[src/rtl/hb_pwm_pkg.sv]
package hb_pwm_pkg;
  typedef enum logic [2:0] {
    MODE_CTR  = 3'd0,
    MODE_ONE  = 3'd1,
    MODE_TWO  = 3'd2,
    MODE_FOUR = 3'd4
  } hb_mode_e;
endpackage

[src/rtl/hb_pwm_presc.sv]
module hb_pwm_presc #(
  parameter int PSW = 6
) (
  input  logic           clk,
  input  logic           rst_n,
  input  logic           clr,
  input  logic [1:0]     sel,
  output logic           tick,
  output logic [PSW-1:0] phase
);
  logic [PSW-1:0] pcnt_q, pcnt_d, mask;

  always_comb begin
    for (int k = 0; k < PSW; k++) mask[k] = (k < 2 * int'(sel));
  end

  assign tick  = (pcnt_q & mask) == mask;
  assign phase = pcnt_q;

  always_comb begin
    if (clr || tick) pcnt_d = '0;
    else             pcnt_d = pcnt_q + 1'b1;
  end

  always_ff @(posedge clk or negedge rst_n) begin
    if (!rst_n) pcnt_q <= '0;
    else        pcnt_q <= pcnt_d;
  end

  // above divide-by-1, two ticks never come back to back
  a_r7_tick_spacing: assert property (@(posedge clk) disable iff (!rst_n)
    (sel != 2'd0 && tick && !clr) |=> !tick);
endmodule

[src/rtl/hb_pwm_cnt.sv]
module hb_pwm_cnt #(
  parameter int CNTW = 14
) (
  input  logic            clk,
  input  logic            rst_n,
  input  logic            hold,
  input  logic            restart,
  input  logic            tick,
  input  logic            is_ctr,
  input  logic [CNTW-1:0] per_len,
  input  logic [CNTW-1:0] top,
  output logic [CNTW-1:0] cnt,
  output logic            up,
  output logic            load
);
  logic [CNTW-1:0] cnt_q, cnt_d;
  logic            up_q, up_d;
  logic [CNTW:0]   nxt_ext;

  assign nxt_ext = {1'b0, cnt_q} + {{CNTW{1'b0}}, 1'b1};

  always_comb begin
    cnt_d = cnt_q;
    up_d  = up_q;
    load  = 1'b0;
    if (hold || restart) begin
      cnt_d = '0; up_d = 1'b1; load = 1'b1;
    end else if (tick) begin
      if (is_ctr) begin
        if (up_q) begin
          if (top == '0) begin
            cnt_d = '0; load = 1'b1;
          end else if (cnt_q >= top) begin
            up_d = 1'b0; cnt_d = cnt_q - 1'b1;
          end else begin
            cnt_d = cnt_q + 1'b1;
          end
        end else if (cnt_q <= {{(CNTW-1){1'b0}}, 1'b1}) begin
          cnt_d = '0; up_d = 1'b1; load = 1'b1;
        end else begin
          cnt_d = cnt_q - 1'b1;
        end
      end else if (nxt_ext >= {1'b0, per_len}) begin
        cnt_d = '0; load = 1'b1;
      end else begin
        cnt_d = cnt_q + 1'b1;
      end
    end
  end

  always_ff @(posedge clk or negedge rst_n) begin
    if (!rst_n) begin
      cnt_q <= '0;
      up_q  <= 1'b1;
    end else begin
      cnt_q <= cnt_d;
      up_q  <= up_d;
    end
  end

  assign cnt = cnt_q;
  assign up  = up_q;

  // a restart leaves the counter at zero, counting up
  a_r9_restart_zero: assert property (@(posedge clk) disable iff (!rst_n)
    (restart && !hold) |=> (cnt_q == '0 && up_q));
  // linear modes never count past the period
  a_r2_below_period: assert property (@(posedge clk) disable iff (!rst_n)
    (!is_ctr && per_len != '0) |-> (cnt_q < per_len));
  // the centered count never exceeds its top
  a_r5_within_top: assert property (@(posedge clk) disable iff (!rst_n)
    is_ctr |-> (cnt_q <= top));
endmodule

[src/rtl/hb_pwm_dec.sv]
module hb_pwm_dec
  import hb_pwm_pkg::*;
#(
  parameter int CW   = 12,
  parameter int CNTW = 14
) (
  input  hb_mode_e        mode,
  input  logic [CW-1:0]   dly_a,
  input  logic [CW-1:0]   on_a,
  input  logic [CW-1:0]   dly_b,
  input  logic [CW-1:0]   on_b,
  input  logic [CNTW-1:0] cnt,
  output logic            win_a,
  output logic            win_b,
  output logic            is_ctr,
  output logic [CNTW-1:0] per_len,
  output logic [CNTW-1:0] top
);
  logic [CNTW-1:0] da, oa, db, ob, a_end4, b_beg4, p4, b_beg2, p2;

  assign da = CNTW'(dly_a);
  assign oa = CNTW'(on_a);
  assign db = CNTW'(dly_b);
  assign ob = CNTW'(on_b);

  assign a_end4 = da + oa;
  assign b_beg4 = a_end4 + db;
  assign p4     = b_beg4 + ob;
  assign b_beg2 = oa + db;
  assign p2     = oa + ob;
  assign top    = ob;

  always_comb begin
    win_a   = 1'b0;
    win_b   = 1'b0;
    is_ctr  = 1'b0;
    per_len = p4;
    case (mode)
      MODE_FOUR: begin
        win_a = (cnt >= da) && (cnt < a_end4);
        win_b = (cnt >= b_beg4) && (cnt < p4);
      end
      MODE_TWO: begin
        per_len = p2;
        win_a   = (cnt >= da) && (cnt < oa);
        win_b   = (cnt >= b_beg2) && (cnt < p2);
      end
      MODE_ONE: begin
        per_len = ob;
        win_a   = (cnt >= da) && (cnt < oa);
        win_b   = (cnt >= db) && (cnt < ob);
      end
      MODE_CTR: begin
        is_ctr = 1'b1;
        win_a  = cnt >= da;
        win_b  = cnt >= db;
      end
      default: ;
    endcase
  end
endmodule

[src/rtl/hb_pwm_ctrl.sv]
module hb_pwm_ctrl
  import hb_pwm_pkg::*;
#(
  parameter int CW  = 12,
  parameter int PSW = 6
) (
  input  logic          clk,
  input  logic          rst_n,
  input  logic          run,
  input  logic [2:0]    mode,
  input  logic [1:0]    pre_sel,
  input  logic          ld_en,
  input  logic [1:0]    ld_sel,
  input  logic [CW-1:0] ld_data,
  input  logic          retrig_in,
  input  logic          fault_in,
  input  logic          fault_clr,
  input  logic          sync_in,
  input  logic          slave_en,
  output logic          out_a,
  output logic          out_b,
  output logic          sync_out
);
  localparam int CNTW = CW + 2;
  localparam int NSEG = 4;

  logic [1:0] rsync_q;
  logic       rst_i;

  always_ff @(posedge clk or negedge rst_n) begin
    if (!rst_n) rsync_q <= '0;
    else        rsync_q <= {rsync_q[0], 1'b1};
  end
  assign rst_i = rsync_q[1];

  logic [NSEG-1:0][CW-1:0] shd_q, shd_d, act_q, act_d;
  logic                    fault_q, fault_d;
  logic                    hold, restart, tick, load, win_a, win_b, is_ctr, up;
  logic [PSW-1:0]          phase;
  logic [CNTW-1:0]         cnt, per_len, top;
  hb_mode_e                md;

  assign md      = hb_mode_e'(mode);
  assign hold    = !run || fault_q;
  assign restart = retrig_in || (sync_in && slave_en);

  always_comb begin
    fault_d = fault_q;
    if (fault_in)       fault_d = 1'b1;
    else if (fault_clr) fault_d = 1'b0;
  end

  for (genvar g = 0; g < NSEG; g++) begin : g_seg
    always_comb begin
      shd_d[g] = shd_q[g];
      if (ld_en && ld_sel == 2'(g)) shd_d[g] = ld_data;
      act_d[g] = load ? shd_q[g] : act_q[g];
    end
  end

  always_ff @(posedge clk or negedge rst_i) begin
    if (!rst_i) begin
      shd_q   <= '0;
      act_q   <= '0;
      fault_q <= 1'b0;
    end else begin
      shd_q   <= shd_d;
      act_q   <= act_d;
      fault_q <= fault_d;
    end
  end

  hb_pwm_presc #(.PSW(PSW)) u_presc (
    .clk(clk), .rst_n(rst_i), .clr(hold || restart), .sel(pre_sel),
    .tick(tick), .phase(phase)
  );

  hb_pwm_cnt #(.CNTW(CNTW)) u_cnt (
    .clk(clk), .rst_n(rst_i), .hold(hold), .restart(restart), .tick(tick),
    .is_ctr(is_ctr), .per_len(per_len), .top(top),
    .cnt(cnt), .up(up), .load(load)
  );

  hb_pwm_dec #(.CW(CW), .CNTW(CNTW)) u_dec (
    .mode(md), .dly_a(act_q[0]), .on_a(act_q[1]), .dly_b(act_q[2]), .on_b(act_q[3]),
    .cnt(cnt), .win_a(win_a), .win_b(win_b), .is_ctr(is_ctr),
    .per_len(per_len), .top(top)
  );

  assign out_a    = run && !fault_q && win_a;
  assign out_b    = run && !fault_q && win_b;
  assign sync_out = run && !fault_q && up && (cnt == '0) && (phase == '0);

  // no cross-conduction in the non-overlapping modes
  a_r6_no_overlap: assert property (@(posedge clk) disable iff (!rst_i)
    (md == MODE_FOUR || md == MODE_TWO) |-> !(out_a && out_b));
  // the active set only changes as a new cycle begins
  a_r8_swap_at_start: assert property (@(posedge clk) disable iff (!rst_i)
    !$stable(act_q) |-> (cnt == '0));
  // a sampled fault silences both outputs in the next clock
  a_r10_fault_quiet: assert property (@(posedge clk) disable iff (!rst_i)
    $past(fault_in) |-> (!out_a && !out_b && !sync_out));
  // a restart is announced by a sync pulse
  a_r11_sync_on_restart: assert property (@(posedge clk) disable iff (!rst_i)
    (retrig_in && run && !fault_q && !fault_in) |=> (sync_out || !run));
endmodule

[config.mk]
export PLATFORM = sky130hd
export DESIGN_NAME = hb_pwm_ctrl
export DESIGN_NICKNAME = d
export VERILOG_FILES = /design/src/rtl/hb_pwm_pkg.sv /design/src/rtl/hb_pwm_presc.sv /design/src/rtl/hb_pwm_cnt.sv /design/src/rtl/hb_pwm_dec.sv /design/src/rtl/hb_pwm_ctrl.sv
export SDC_FILE = /design/constraint.sdc
export NUM_CORES = 1
export LEC_CHECK = 0
export ABC_CLOCK_PERIOD_IN_PS = 13710
export BUFFER_PORTS_ARGS = -buffer_cell sky130_fd_sc_hd__buf_2
export CORE_ASPECT_RATIO = 2
export CORE_UTILIZATION = 57
export DETAILED_ROUTE_END_ITERATION = 12
export PLACE_DENSITY = 0.84
export SETUP_SLACK_MARGIN = 0.4
export SLEW_MARGIN = 20
export SYNTH_ARGS = -nofsm -noshare
export SYNTH_HDL_FRONTEND = slang
export SYNTH_SLANG_ARGS = --single-unit
[constraint.sdc]
create_clock -name clk -period 13.71 [get_ports clk]
set_input_delay 1.371 -clock clk [delete_from_list [all_inputs] [get_ports clk]]
set_output_delay 1.371 -clock clk [all_outputs]
set_load 0.02 [all_outputs]
==> run_results.csv, run 1 <==
group,metric,value,unit
global_routing,antenna_found_initial,0,
route,avgViaCountPerCell,6.43,
worst_setup_path,crit_arrival,6.09,ns
logic_synthesis,syn-cell-area,11000,µm²
timing,timing.final.crit_period,7.47,ns
timing,period_share,0.545,
logic_synthesis,yosysSeqAreaShare,0.272,
route,drc,0,
worst_setup_path,path_buf_inv,2,
worst_setup_path,crit_slowest_cell,"dfrtp_1",
final_layout,final_util,0.635,
clock_network,cts_setup_buffers,0,
floorplanning,start_util,0.583,
timing,setup_viol_count_final,0,
placement,placed_cell_area,11400,µm²
route,wire_per_inst,21.3,µm
route,dr.pass1.iters,9,
worst_setup_path,r2r_start,"act_q[12]",
final_layout,n_antenna_cell,0,
clock_network,clk_latency,0.44,ns
worst_setup_path,critical-path-max-stage-delay,0.44,ns
global_routing,grt_util_all_layers,0.335,
clock_network,cts_tree,"done",
timing,tightest_slew,1.01,ns
global_routing,gr-total-overflow,0,
timing,fin_ws,6.24,ns
logic_synthesis,synth_edf_count,0,
logic_synthesis,synth_flop_cell,"dfrtp_1",
logic_synthesis,syn_inst,1166,
worst_setup_path,crit_chain,"ha_1 > inv_1 > fa_1 > nor2b_1 > o31a_1 > o31ai_1 > nand2b_1 > a21o_1 > xor2_1 > ha_1 > and3_1 > a311oi_1 > o21ai_0 > xor2_1 > ha_1 > or3_1 > o31a_1 > a21o_1 > a31oi_1 > ha_1 > a211oi_1 > o21ai_0 > o211ai_1 > buf_2",
timing,fin_worst_skew,0.0113,ns
route,num_vias,9404,
worst_hold_path,hp-class,"reg2async",
placement,pre_cts_slack,6.71,ns
clock_network,ctsHtreeMaxLevel,4,
final_layout,area_delta_synth_final,8.92,%
floorplanning,ios,31,
route,drt_iter0_drc,421,
logic_synthesis,synth_warnings,0,
worst_setup_path,cp_top_family,"compound AO/OA/AOI/OAI gates",
worst_setup_path,crit_path_frequent_cell,"ha_1",
timing,max_freq,134,MHz
logic_synthesis,syn_avg_cell_area,9.46,µm²
clock_network,cts.path.max_buffers,2,
logic_synthesis,synthDistinctLibCells,67,
placement,port_buffers,30,
timing,finalMaxSlewViolations,0,
floorplanning,rows,71,
worst_setup_path,worst-setup-path-type,"reg2out",
route,wirelength,31200,µm
placement,gp_congestion,0.991,
clock_network,cts-root-buf,"clkbuf_16",
worst_setup_path,r2r_cells,29,
placement,hpwl,23700,µm
pwr,leakage,0.00604,µW
timing,hold_violations,0,
floorplanning,coreArea,18900,µm²
global_routing,grt_pass1_vias,9855,
global_routing,grt_max_degree,69,
clock_network,cts_hold_buf,0,
pwr,pwr_density_cell,241,nW/µm²
logic_synthesis,synth_fp_nets,1391,
worst_setup_path,required,12.34,ns
worst_setup_path,worstSetupStartpointType,"flop",
worst_setup_path,endpoint_kind,"output port",
route,ant_nets,0,
clock_network,clk_pin_slew,0.06,ns
global_routing,grt_pass1_wl,49600,µm
floorplanning,die_y,199,µm
logic_synthesis,ys_ff_latch,120,
final_layout,fin_area,12000,µm²
worst_setup_path,rr_endpoint,"act_q[14]",
clock_network,cts_resized,0,
logic_synthesis,async_reset_ff_frac,1.00,
timing,maxSlewHeadroom,0.324,
timing,whs,0.354,ns
floorplanning,die_area,19900,µm²
final_layout,final_nets,1420,
floorplanning,die_w,100,µm
clock_network,numCtsBuffers,17,
final_layout,drive_gt1_frac,0.147,
worst_setup_path,cp-startpoint,"act_q[12]",
pwr,ir_worst_vdd,0.176,mV
clock_network,cts.sinks,120,
worst_setup_path,cp_max_fo,6,
worst_setup_path,r2r_setup_slack,6.70,ns
timing,setup_tns,0,ns
status,status,"finished, final reports clean",
final_layout,fillCellCount,1528,
timing,rsz0062_at_grt,"false",
run,drv_cap,0,
-- through the flow --
stage | cells | power (µW)
global placement | 1431 | 2330
finish | 1463 | 2890
detailed placement | 1431 | 2390
floorplan | 1166 | 1960
CTS | 1463 | 2880
global route | 1463 | 3140
-- registers in the layout, summed over array words and instances (netlist names) --
register / cells
shd_q: 48
fault_q: 1
rsync_q: 2
u_cnt.cnt: 14
act_q: 48
u_cnt.up: 1
u_presc.phase: 6
-- layout by cell type (no fill, tap or decap), types with 7 or more instances in the layout --
master and instances:
nor2_1 51, mux2_1 9, o22ai_1 8, nand3_1 35, inv_1 100, o221a_2 8
dfrtp_1 118, a31oi_1 9, or3_1 8, ha_1 192, o21bai_1 7, xor2_1 24
o21ai_0 48, a21o_1 51, a21oi_1 79, buf_4 8, xnor2_1 44, nor4_1 10
nor3_1 25, clkbuf_16 17, nand2_1 58, a221oi_1 7, mux2_2 87, nand2b_1 20
buf_2 30, nand4_1 9, and3_1 9, o211ai_1 9, and2_1 8, o21a_1 14
-- cells by family after synthesis --
kind of cell / count (synthesis) / synth area share
compound gates: 297 / 0.182
xor+xnor: 68 / 0.0540
fa+ha+maj: 197 / 0.227
buf+inv: 128 / 0.0468
flops: 120 / 0.272
mux: 98 / 0.0998
other cells: 1 / 0.000340
simple gates: 257 / 0.118
-- synthesized netlist by cell type (7+ instances only) --
cell	n	area, µm²
ha_1	192	2400
dfrtp_1	119	2980
inv_1	100	375
mux2_2	87	980
a21oi_1	79	395
nand2_1	58	218
a21o_1	51	383
nor2_1	51	191
o21ai_0	48	240
xnor2_1	44	385
nand3_1	35	175
nor3_1	25	125
xor2_1	24	210
nand2b_1	20	125
o21a_1	14	105
clkbuf_1	12	45.0
nor4_1	10	62.6
a31oi_1	9	56.3
and3_1	9	56.3
mux2_1	9	101
nand4_1	9	56.3
o211ai_1	9	67.6
and2_1	8	50.1
buf_2	8	40.0
o221a_2	8	90.1
o22ai_1	8	50.1
or3_1	8	50.1
a221oi_1	7	61.3
o21bai_1	7	52.6
-- worst max path at each step --
| stage | to | slack [ns] | depth (start not counted) |
|---|---|---|---|
| finish | out_b | 6.24 | 24 |
| global route | out_b | 5.74 | 24 |
| CTS | out_b | 6.22 | 24 |
| detailed placement | out_b | 6.71 | 24 |
| global placement | out_b | 6.86 | 24 |
| floorplan | out_b | 7.27 | 23 |
-- final cells by class --
class | instances | area, µm² | share of cell area
Clock buffer | 20 | 447 | 0.0372
Tap cell | 255 | 319 | 0.0266
Inverter | 100 | 375 | 0.0312
Sequential cell | 120 | 3010 | 0.250
Clock inverter | 12 | 140 | 0.0117
Timing Repair Buffer | 38 | 210 | 0.0175
Multi-Input combinational cell | 918 | 7510 | 0.625
-- power by group --
part | internal, µW | leakage, µW | total (µW) | switching, µW
sequential | 411 | 0.00146 | 484 | 72.6
clock | 274 | 0.000278 | 448 | 174
combinational | 880 | 0.00430 | 1960 | 1080
total | 1560 | 0.00604 | 2890 | 1330
-- worst reg2reg max path: cells and delay by family, from the launching register on --
| family | cells | cell delay, ns |
|---|---|---|
| adders and majority gates | 5 | 1.24 |
| buffers and inverters | 2 | 0.67 |
| and+or+nand+nor | 9 | 1.37 |
| muxes | 1 | 0.48 |
| DFF | 1 | 0.44 |
| AOI/OAI and AO/OA | 10 | 2.34 |
| xor gates and xnor gates | 2 | 0.34 |
-- layer usage --
| metal | vias up | global-route usage | share of wire |
|---|---|---|---|
| li1 | 4338 | - | - |
| met1 | 4560 | 0.309 | 0.33 |
| met2 | 329 | 0.609 | 0.54 |
| met3 | 177 | 0.0629 | 0.042 |
| met4 | 0 | 0.300 | 0.089 |
| met5 | - | 0 | 0 |
Power figures use the tool's default switching activity.
==> run 2: changes to the inputs <==
--- a/config.mk
+++ b/config.mk
@@ -5,7 +5,7 @@
 export SDC_FILE = /design/constraint.sdc
 export NUM_CORES = 1
 export LEC_CHECK = 0
-export ABC_CLOCK_PERIOD_IN_PS = 13710
+export ABC_CLOCK_PERIOD_IN_PS = 7300
 export BUFFER_PORTS_ARGS = -buffer_cell sky130_fd_sc_hd__buf_2
 export CORE_ASPECT_RATIO = 2
 export CORE_UTILIZATION = 57
==> constraint.sdc (replaced) <==
create_clock -name clk -period 7.3 [get_ports clk]
set_input_delay 0.73 -clock clk [delete_from_list [all_inputs] [get_ports clk]]
set_output_delay 0.73 -clock clk [all_outputs]
set_load 0.02 [all_outputs]
==> run 2 against run 1 <==
Compared with the run above:
- worst setup slack lost 5.7 ns
- total power up 95%
- hold slack got worse by 0.30 ns
- largest power group unchanged
- die area unchanged
- highest routed layer is now met5
==> run_results.csv, run 2 (synthesized netlist as in run 1, its figures left out) <==
group,metric,value,unit
worst_setup_path,required,6.57,ns
pwr,intPower,3040,µW
timing,tightest_slew,0.900,ns
clock_network,clk_latency,0.45,ns
final_layout,area_delta_synth_final,10.4,%
clock_network,numCtsBuffers,17,
run,drv_cap,0,
floorplanning,die_y,199,µm
timing,finalMaxSlewViolations,0,
placement,port_buffers,30,
clock_network,ctsHtreeMaxLevel,4,
clock_network,cts.sinks,120,
global_routing,gr-max-usage-layer,"met2",
global_routing,grt_pass1_wl,50300,µm
status,status,"finished, final reports clean",
timing,timing.final.crit_period,6.72,ns
worst_setup_path,critical-path-max-stage-delay,0.47,ns
final_layout,fin_area,12200,µm²
worst_setup_path,path_buf_inv,2,
timing,setup_tns,0,ns
worst_setup_path,worstSetupStartpointType,"flop",
worst_hold_path,hp-class,"in2async",
final_layout,drive_gt1_frac,0.164,
timing,whs,0.0573,ns
route,ant_nets,0,
global_routing,use_met2,0.592,
timing,hold_violations,0,
worst_setup_path,endpoint_kind,"output port",
final_layout,final_common_cell,"ha_1",
clock_network,clk_pin_slew,0.06,ns
pwr,leakage,0.00608,µW
timing,rsz0062_at_grt,"false",
worst_setup_path,cp_max_fo,7,
pwr,p_clk_frac,0.157,
global_routing,grt.met3_usage,0.0745,
clock_network,cts-root-buf,"clkbuf_16",
floorplanning,start_util,0.583,
floorplanning,die_area,19900,µm²
timing,maxSlewHeadroom,0.400,
worst_setup_path,worst-setup-path-type,"reg2out",
pwr,switching_share,0.459,
global_routing,grt_pass1_vias,9904,
placement,placed_cell_area,11500,µm²
global_routing,gr-total-overflow,0,
timing,period_share,0.920,
global_routing,antenna_found_initial,1,
worst_setup_path,crit_path_frequent_cell,"ha_1",
pwr,pwr-share-seq,0.162,
worst_setup_path,cp_top_family,"compound AO/OA/AOI/OAI gates",
clock_network,cts.path.max_buffers,2,
route,drt_iter0_drc,482,
route,dr.pass1.iters,6,
global_routing,grt_util_all_layers,0.338,
route,wire_per_inst,21.4,µm
floorplanning,rows,71,
route,drc,0,
final_layout,mostFrequentLayoutCells,"ha_1 (189), dfrtp_1 (116), inv_1 (100)",
global_routing,grt_use_met1,0.324,
timing,fin_worst_skew,0.0147,ns
worst_setup_path,crit_arrival,5.99,ns
worst_setup_path,crit_slowest_cell,"dfrtp_2",
placement,gp_congestion,0.977,
clock_network,cts_tree,"done",
timing,setup_viol_count_final,0,
route,avgViaCountPerCell,6.49,
timing,max_freq,149,MHz
floorplanning,coreArea,18900,µm²
global_routing,grt_max_degree,72,
final_layout,n_antenna_cell,0,
final_layout,final_nets,1425,
pwr,pwr_density_cell,462,nW/µm²
pwr,p_switching,2580,µW
floorplanning,die_w,100,µm
floorplanning,ios,31,
final_layout,fillCellCount,1501,
pwr,p_comb_frac,0.681,
clock_network,cts_hold_buf,0,
route,wirelength,31500,µm
placement,hpwl,23700,µm
route,num_vias,9531,
pwr,ir_worst_vdd,0.299,mV
## run 2: area by class of cell
type | instances | area, µm² | area share
Clock buffer | 22 | 474 | 0.0389
Tap cell | 255 | 319 | 0.0262
Multi-Input combinational cell | 918 | 7600 | 0.624
Sequential cell | 120 | 3010 | 0.247
Inverter | 100 | 375 | 0.0308
Clock inverter | 10 | 143 | 0.0117
Timing Repair Buffer | 43 | 263 | 0.0216
## run 2: per-stage QoR
stage               total power (µW)  utilization  worst slack [ns]  instances
CTS                             5430        0.638             0.454       1465
detailed placement              4510        0.605             0.722       1433
finish                          5620        0.644             0.585       1468
global placement                4360        0.605             0.922       1433
floorplan                       3690            -              1.38       1166
global route                    6100        0.644             0.358       1468
## run 2: per-layer routing
layer  wire (µm)  up-vias
met5           9        -
met4        2950        2
met3        1550      192
met2       16400      381
met1       10500     4593
li1            -     4363
## run 2: power groups by stage
stage	clock network, µW	registers [µW]	logic [µW]
2_1_floorplan	0	861	2820
3_3_place_gp	0	904	3450
5_1_grt	928	920	4260
6_report	885	909	3830
3_5_place_dp	0	910	3600
4_1_cts	898	900	3630
## run 2: final timing paths
check,from,end,slack (ns),depth (start not counted)
worst max-delay path,act_q[13],out_b,0.58,25
worst min-delay path,rst_n,rsync_q[1],0.06,1
worst max register to register,act_q[12],act_q[12],0.79,29
worst min register to register,rsync_q[1],shd_q[42],0.34,0
max in group asynchronous,rsync_q[1],act_q[13],5.58,1
min in group clk,rsync_q[0],rsync_q[1],0.36,0
## run 2: worst reg2reg max path, delay by kind of cell, from the launching register on
kind / cells / cell delay [ns]
AO/OA/AOI/OAI: 8 / 1.77
multiplexers: 1 / 0.43
flip-flops: 1 / 0.46
AND/OR/NAND/NOR: 11 / 1.56
XOR/XNOR: 2 / 0.28
buffers and inverters: 2 / 0.37
adder cells (fa/ha/maj): 5 / 1.52
## run 2: timing repair
action | in CTS | in global routing
endpoints found under the setup margin | 1 | 55
pin swaps | 0 | 15
setup buffers | 0 | 3
resized for setup | 1 | 20
endpoints found under the hold margin | 0 | 0
